**config.mk**
```make
export PLATFORM = sky130hd
export DESIGN_NAME = pmsad_unit
export DESIGN_NICKNAME = d
export VERILOG_FILES = /design/src/rtl/pmsad_pkg.sv /design/src/rtl/pmsad_lane_mul.sv /design/src/rtl/pmsad_sad.sv /design/src/rtl/pmsad_select.sv /design/src/rtl/pmsad_unit.sv
export SDC_FILE = /design/constraint.sdc
export NUM_CORES = 2
export LEC_CHECK = 0
export ABC_CLOCK_PERIOD_IN_PS = 2140
export BUFFER_PORTS_ARGS = -buffer_cell sky130_fd_sc_hd__buf_2
export CORE_MARGIN = 10
export CORE_UTILIZATION = 55
export DETAILED_ROUTE_END_ITERATION = 7
export PLACE_DENSITY = 0.76
export SLEW_MARGIN = 10
export SYNTH_ARGS = -nofsm -noshare
export SYNTH_HDL_FRONTEND = slang
export SYNTH_SLANG_ARGS = --single-unit
```
**constraint.sdc**
```tcl
create_clock -name clk -period 2.14 [get_ports clk]
set_input_delay 0.428 -clock clk [delete_from_list [all_inputs] [get_ports clk]]
set_output_delay 0.428 -clock clk [all_outputs]
set_load 0.1 [all_outputs]
```
**src/rtl/pmsad_pkg.sv**
```systemverilog
package pmsad_pkg;
  localparam int LANE_W = 16;
  localparam int LANES  = 4;
  localparam int DATA_W = LANE_W * LANES;
  localparam int PROD_W = 2 * LANE_W;
  localparam int BYTE_W = 8;
  localparam int BYTES  = DATA_W / BYTE_W;
  localparam int PAIRS  = LANES / 2;
  localparam int BSAD_W = BYTE_W + $clog2(BYTES);
  localparam int HSAD_W = LANE_W + $clog2(LANES);
  localparam int OP_W   = 3;

  typedef enum logic [OP_W-1:0] {
    OP_MADD  = 3'd0,
    OP_MULLO = 3'd1,
    OP_MULHI = 3'd2,
    OP_MAC   = 3'd3,
    OP_SADB  = 3'd4,
    OP_SADH  = 3'd5
  } op_e;

  // Lane product, widened to the full data word with sign or zero fill.
  function automatic logic [DATA_W-1:0] ext_product(input logic [LANE_W-1:0] x,
                                                    input logic [LANE_W-1:0] y,
                                                    input logic sgn);
    logic [PROD_W-1:0] xe, ye, p;
    xe = {{LANE_W{sgn & x[LANE_W-1]}}, x};
    ye = {{LANE_W{sgn & y[LANE_W-1]}}, y};
    p  = xe * ye;
    return {{(DATA_W-PROD_W){sgn & p[PROD_W-1]}}, p};
  endfunction

  function automatic logic [BYTE_W-1:0] abs_diff_b(input logic [BYTE_W-1:0] x,
                                                   input logic [BYTE_W-1:0] y);
    return (x > y) ? (x - y) : (y - x);
  endfunction

  function automatic logic [LANE_W-1:0] abs_diff_h(input logic [LANE_W-1:0] x,
                                                   input logic [LANE_W-1:0] y);
    return (x > y) ? (x - y) : (y - x);
  endfunction
endpackage

```
**src/rtl/pmsad_lane_mul.sv**
```systemverilog
module pmsad_lane_mul
  import pmsad_pkg::*;
(
  input  logic [LANE_W-1:0] x,
  input  logic [LANE_W-1:0] y,
  input  logic              sgn,
  output logic [DATA_W-1:0] prod_ext
);
  assign prod_ext = ext_product(x, y, sgn);
endmodule

```
**src/rtl/pmsad_sad.sv**
```systemverilog
module pmsad_sad
  import pmsad_pkg::*;
(
  input  logic [DATA_W-1:0] a,
  input  logic [DATA_W-1:0] b,
  output logic [BSAD_W-1:0] byte_sum,
  output logic [HSAD_W-1:0] half_sum
);
  logic [BYTES-1:0][BYTE_W-1:0] bdiff;
  logic [LANES-1:0][LANE_W-1:0] hdiff;

  for (genvar g = 0; g < BYTES; g++) begin : g_byte
    assign bdiff[g] = abs_diff_b(a[g*BYTE_W +: BYTE_W], b[g*BYTE_W +: BYTE_W]);
  end

  for (genvar g = 0; g < LANES; g++) begin : g_half
    assign hdiff[g] = abs_diff_h(a[g*LANE_W +: LANE_W], b[g*LANE_W +: LANE_W]);
  end

  always_comb begin
    byte_sum = '0;
    for (int i = 0; i < BYTES; i++) byte_sum = byte_sum + BSAD_W'(bdiff[i]);
  end

  always_comb begin
    half_sum = '0;
    for (int i = 0; i < LANES; i++) half_sum = half_sum + HSAD_W'(hdiff[i]);
  end
endmodule

```
**src/rtl/pmsad_select.sv**
```systemverilog
module pmsad_select
  import pmsad_pkg::*;
(
  input  logic [OP_W-1:0]              op,
  input  logic [LANES-1:0][DATA_W-1:0] lane_prod,
  input  logic [BSAD_W-1:0]            byte_sum,
  input  logic [HSAD_W-1:0]            half_sum,
  output logic [DATA_W-1:0]            next_result,
  output logic                         op_reserved
);
  logic [DATA_W-1:0] madd_res, lo_res, hi_res, mac_res;

  always_comb begin
    for (int p = 0; p < PAIRS; p++) begin
      madd_res[p*PROD_W +: PROD_W] = lane_prod[2*p][PROD_W-1:0]
                                   + lane_prod[2*p+1][PROD_W-1:0];
    end
  end

  always_comb begin
    for (int i = 0; i < LANES; i++) begin
      lo_res[i*LANE_W +: LANE_W] = lane_prod[i][LANE_W-1:0];
      hi_res[i*LANE_W +: LANE_W] = lane_prod[i][PROD_W-1:LANE_W];
    end
  end

  always_comb begin
    mac_res = '0;
    for (int i = 0; i < LANES; i++) mac_res = mac_res + lane_prod[i];
  end

  always_comb begin
    op_reserved = 1'b0;
    case (op)
      OP_MADD:  next_result = madd_res;
      OP_MULLO: next_result = lo_res;
      OP_MULHI: next_result = hi_res;
      OP_MAC:   next_result = mac_res;
      OP_SADB:  next_result = {{(DATA_W-BSAD_W){1'b0}}, byte_sum};
      OP_SADH:  next_result = {{(DATA_W-HSAD_W){1'b0}}, half_sum};
      default: begin
        next_result = '0;
        op_reserved = 1'b1;
      end
    endcase
  end
endmodule

```
**src/rtl/pmsad_unit.sv**
```systemverilog
module pmsad_unit
  import pmsad_pkg::*;
(
  input  logic              clk,
  input  logic              rst_n,
  input  logic              in_valid,
  input  logic [OP_W-1:0]   op,
  input  logic              signed_sel,
  input  logic [DATA_W-1:0] a,
  input  logic [DATA_W-1:0] b,
  output logic              out_valid,
  output logic [DATA_W-1:0] result
);
  logic [LANES-1:0][DATA_W-1:0] lane_prod;
  logic [BSAD_W-1:0]            byte_sum;
  logic [HSAD_W-1:0]            half_sum;
  logic [DATA_W-1:0]            next_result;
  logic                         op_reserved;

  for (genvar g = 0; g < LANES; g++) begin : g_lane
    pmsad_lane_mul u_mul (
      .x        (a[g*LANE_W +: LANE_W]),
      .y        (b[g*LANE_W +: LANE_W]),
      .sgn      (signed_sel),
      .prod_ext (lane_prod[g])
    );
  end

  pmsad_sad u_sad (
    .a        (a),
    .b        (b),
    .byte_sum (byte_sum),
    .half_sum (half_sum)
  );

  pmsad_select u_sel (
    .op          (op),
    .lane_prod   (lane_prod),
    .byte_sum    (byte_sum),
    .half_sum    (half_sum),
    .next_result (next_result),
    .op_reserved (op_reserved)
  );

  always_ff @(posedge clk or negedge rst_n) begin
    if (!rst_n) begin
      out_valid <= 1'b0;
      result    <= '0;
    end else begin
      out_valid <= in_valid;
      if (in_valid) result <= next_result;
    end
  end
endmodule

```
==> results summary <==
The detailed-route via count is 60100. The number of slew-limit violations in the final report is 0. The checks that failed: negative setup slack.

Summing every instance area after synthesis gives 61200 sq um. The data required time of the critical path is 2.40 ns. In this design, the critical path's most frequently occurring cell is sky130_fd_sc_hd__fa_1.

The number of buffers added to fix hold violations after cts came out at 0. The share of layout cells above drive strength 1 came out at 31.0%. The headroom to the max-slew limit is 39.2%. The number of different library cells used by synthesis comes to 98. The number of nets produced by synthesis came out at 9249. The maximum clock frequency is 0.103 GHz. The post-route cell area came out at 82600 sq um. The detailed-route DRC error count came out at 0. The mean post-synth cell area came out at 8.51 sq um. The first global-routing pass estimated 361 mm of wire.

The type of the worst min-delay path is input port to asynchronous set/reset pin. The run finished, with violations left. The count of buffers added on input and output ports is 199. The layout overhead on the synthesized area is 34.9%.

Setup repair after global routing could not meet its margin everywhere. The maximum number of pins on one net before global-route repair came out at 37. The HPWL after detailed placement came out at 204 mm.

The clock transition at the registers of the reported paths is 0.07 ns. The routed via count divided by cell count is 5.66. The worst-case clock skew came out at 0 ns. After synthesis, flip-flops and latches occupy 2.66% of the total area. The number of iterations in the first detailed-routing pass is 6. For this block, the initial DRC count from the detailed router was 5405. The share of the cycle needed by the critical path after routing is 452%. The delay of the slowest critical-path stage came out at 0.54 ns. The path depth of the worst reg2reg path is 4.

The number of antenna violations at the first check in global routing came out at 7. The slew at the pin closest to its max-slew limit came out at 0.909 ns. 200 I/O pins were placed.

The clock tree synthesis step divided the H-tree into 3 levels. The final global-route overflow total is 0. The cell area after placement is 78600 sq um. On the critical path, the stage with the largest delay is an instance of sky130_fd_sc_hd__fa_1.

After the flow finishes, the layout carries non-filler instances totaling 10600. In this run, placement finished with an instance count of 10500. The top cell types in the final layout, fill and taps aside, are sky130_fd_sc_hd__buf_4, sky130_fd_sc_hd__inv_1, sky130_fd_sc_hd__fa_1. Counting flops and latches in the post-synthesis netlist gives 65. The site row count is 122. The synthesis warning total came out at 0.

The die footprint came out at 125000 sq um. STA classifies the critical path endpoint as a flop. After technology mapping, the gate count stands at 7199. The total number of nets in the final design came out at 11200. Together, buffers and inverters on the worst path number 7. The detail route stage leaves a number of antenna-violating nets equal to 0. The initial cell density of the core came out at 55.3%. Leaving out fill and tap cells, the most frequent cell in the layout is sky130_fd_sc_hd__buf_4. OpenSTA, run right after detailed placement, puts the worst setup slack at -8.24 ns. The die width came out at 354 microns. Once routing completed, OpenROAD measured the worst setup slack at -7.54 ns.

The overall track demand over capacity in global routing is 36.9%. The longest clock path from root to sink contains 2 buffers. The count of endpoints failing setup in the final report is 64. For the worst-skew pair, the clock arrives at the later sink with an insertion delay of 0.36 ns. The per-cell routed wire length came out at 22.3 microns.

The cell at the root of the clock tree is sky130_fd_sc_hd__clkbuf_16. The total number of clock tree sinks came out at 65. The worst endpoint data arrival time is 9.94 ns.

Counting the buffers created by CTS gives 9. The total stage count of the critical path came out at 42. STA classifies the critical path startpoint as an input port. Broken down by cell family, the worst path's largest delay share belongs to adder cells. The most used flip-flop cell after synthesis is sky130_fd_sc_hd__dfrtp_1. Routability-driven placement finished with a final weighted congestion of 1.06. The total area inside the core boundary comes to 111000 sq um. The number of synthesized flops with an enable pin is 0. TritonCTS built the clock tree. The number of max-cap violations came out at 0. Subtracting the final worst setup slack from the clock period gives 9.68 ns.

The largest fanout on the critical path is 8. The number of failing hold endpoints at the final stage is 0. The share of synthesized registers carrying an async set or reset is 100%.

The via count of the first global-routing pass came to 63800. After detailed routing, the total wire length is 236 mm. The floorplan step set the die height to 354 microns. By startpoint and endpoint, the worst setup path is classified as input port to flop.
[metal layers]
metal	track usage, %	share of wire [%]
met4	20.9	7.6
met1	45.1	37
met3	6.99	9.2
met5	0	0.027
met2	61.1	47
[metrics by stage]
step | util [%] | hold WS [ns] | TNS, ns
after floorplan | - | 0.132 | -389.61
after CTS | 73.3 | 0.0472 | -418.01
final | 74.7 | 0.0393 | -427.83
after detailed placement | 71.0 | 0.432 | -470.36
after global placement | 71.0 | 0.432 | -463.39
after global routing | 74.7 | 0.0517 | -444.92
[kinds of logic (layout without fill, tap and decap cells)]
family          Yosys count  count (layout)  share of synthesized area [%]
flops                    65              65                           2.66
simple gates           1806            1806                           12.6
other cells               0               1                              0
compound gates         1135            1135                           12.3
fa+ha+maj              1915            1915                           54.3
buf+inv                1812            3743                           11.1
xor+xnor                361             361                           5.18
mux                     105             105                           1.83
[worst reg2reg max path: cells and delay by family, from the launching register on]
family          cells  cell delay [ns]
compound gates      3             0.78
flops               1             0.37
simple gates        1             0.14
[registers in the layout, indices dropped and copies added, names as in the netlist]
register and flops:
result 64, out_valid 1
[layout make-up]
type / instances / area (sq um)
Antenna cell: 1 / 2.50
Inverter: 1557 / 6030
Timing Repair Buffer: 2170 / 16700
Clock inverter: 7 / 55.1
Clock buffer: 9 / 225
Fill cell: 7903 / 28000
Multi-Input combinational cell: 5322 / 56100
Sequential cell: 65 / 1630
Tap cell: 1488 / 1860
[synthesized netlist by cell type, types with 17 or more instances]
cell | instances | share of area (%)
sky130_fd_sc_hd__o21ai_0 | 170 | 1.4
sky130_fd_sc_hd__nand2b_1 | 40 | 0.41
sky130_fd_sc_hd__mux2i_1 | 60 | 0.98
sky130_fd_sc_hd__o21a_1 | 47 | 0.58
sky130_fd_sc_hd__nand2_1 | 778 | 4.8
sky130_fd_sc_hd__buf_1 | 22 | 0.13
sky130_fd_sc_hd__a31oi_1 | 31 | 0.32
sky130_fd_sc_hd__nand3_1 | 88 | 0.72
sky130_fd_sc_hd__a211oi_1 | 48 | 0.59
sky130_fd_sc_hd__o22ai_1 | 22 | 0.22
sky130_fd_sc_hd__ha_1 | 677 | 14
sky130_fd_sc_hd__a21boi_0 | 20 | 0.25
sky130_fd_sc_hd__and2_1 | 55 | 0.56
sky130_fd_sc_hd__o21ai_1 | 29 | 0.24
sky130_fd_sc_hd__a21o_1 | 126 | 1.5
sky130_fd_sc_hd__inv_1 | 1516 | 9.3
sky130_fd_sc_hd__o21bai_1 | 52 | 0.64
sky130_fd_sc_hd__clkbuf_1 | 223 | 1.4
sky130_fd_sc_hd__nor2b_1 | 33 | 0.34
sky130_fd_sc_hd__o211ai_1 | 22 | 0.27
sky130_fd_sc_hd__dfrtp_1 | 65 | 2.7
sky130_fd_sc_hd__nor2_1 | 624 | 3.8
sky130_fd_sc_hd__nor3_1 | 50 | 0.41
sky130_fd_sc_hd__xor2_1 | 86 | 1.2
sky130_fd_sc_hd__o221ai_1 | 25 | 0.36
sky130_fd_sc_hd__xnor2_1 | 274 | 3.9
sky130_fd_sc_hd__fa_1 | 1238 | 40
sky130_fd_sc_hd__and3_1 | 51 | 0.52
sky130_fd_sc_hd__o2bb2ai_1 | 17 | 0.24
sky130_fd_sc_hd__a21oi_1 | 324 | 2.6
sky130_fd_sc_hd__a221oi_1 | 26 | 0.37
sky130_fd_sc_hd__nand4_1 | 22 | 0.22
sky130_fd_sc_hd__mux2_2 | 43 | 0.79
sky130_fd_sc_hd__clkinv_1 | 29 | 0.18
[worst paths after layout]
kind / start / to / slack (ns)
min in group clk: in_valid / out_valid / 0.42
max reg2reg: result[29] / result[29] / 0.74
min reg2reg: result[12] / result[12] / 0.49
max in group asynchronous: rst_n / result[0] / 1.46
max: b[3] / result[34] / -7.54
min: rst_n / result[56] / 0.04
[repair_timing]
action / in CTS / in global routing
resized for setup: 373 / 272
buffers inserted: 78 / 45
gates cloned: 1 / 0
endpoints found under the setup margin: 64 / 64
pin swaps: 163 / 213
Power is left out: the tool's default activity adds up to more than one toggle a clock period on the data nets, which glitch-free logic cannot reach.
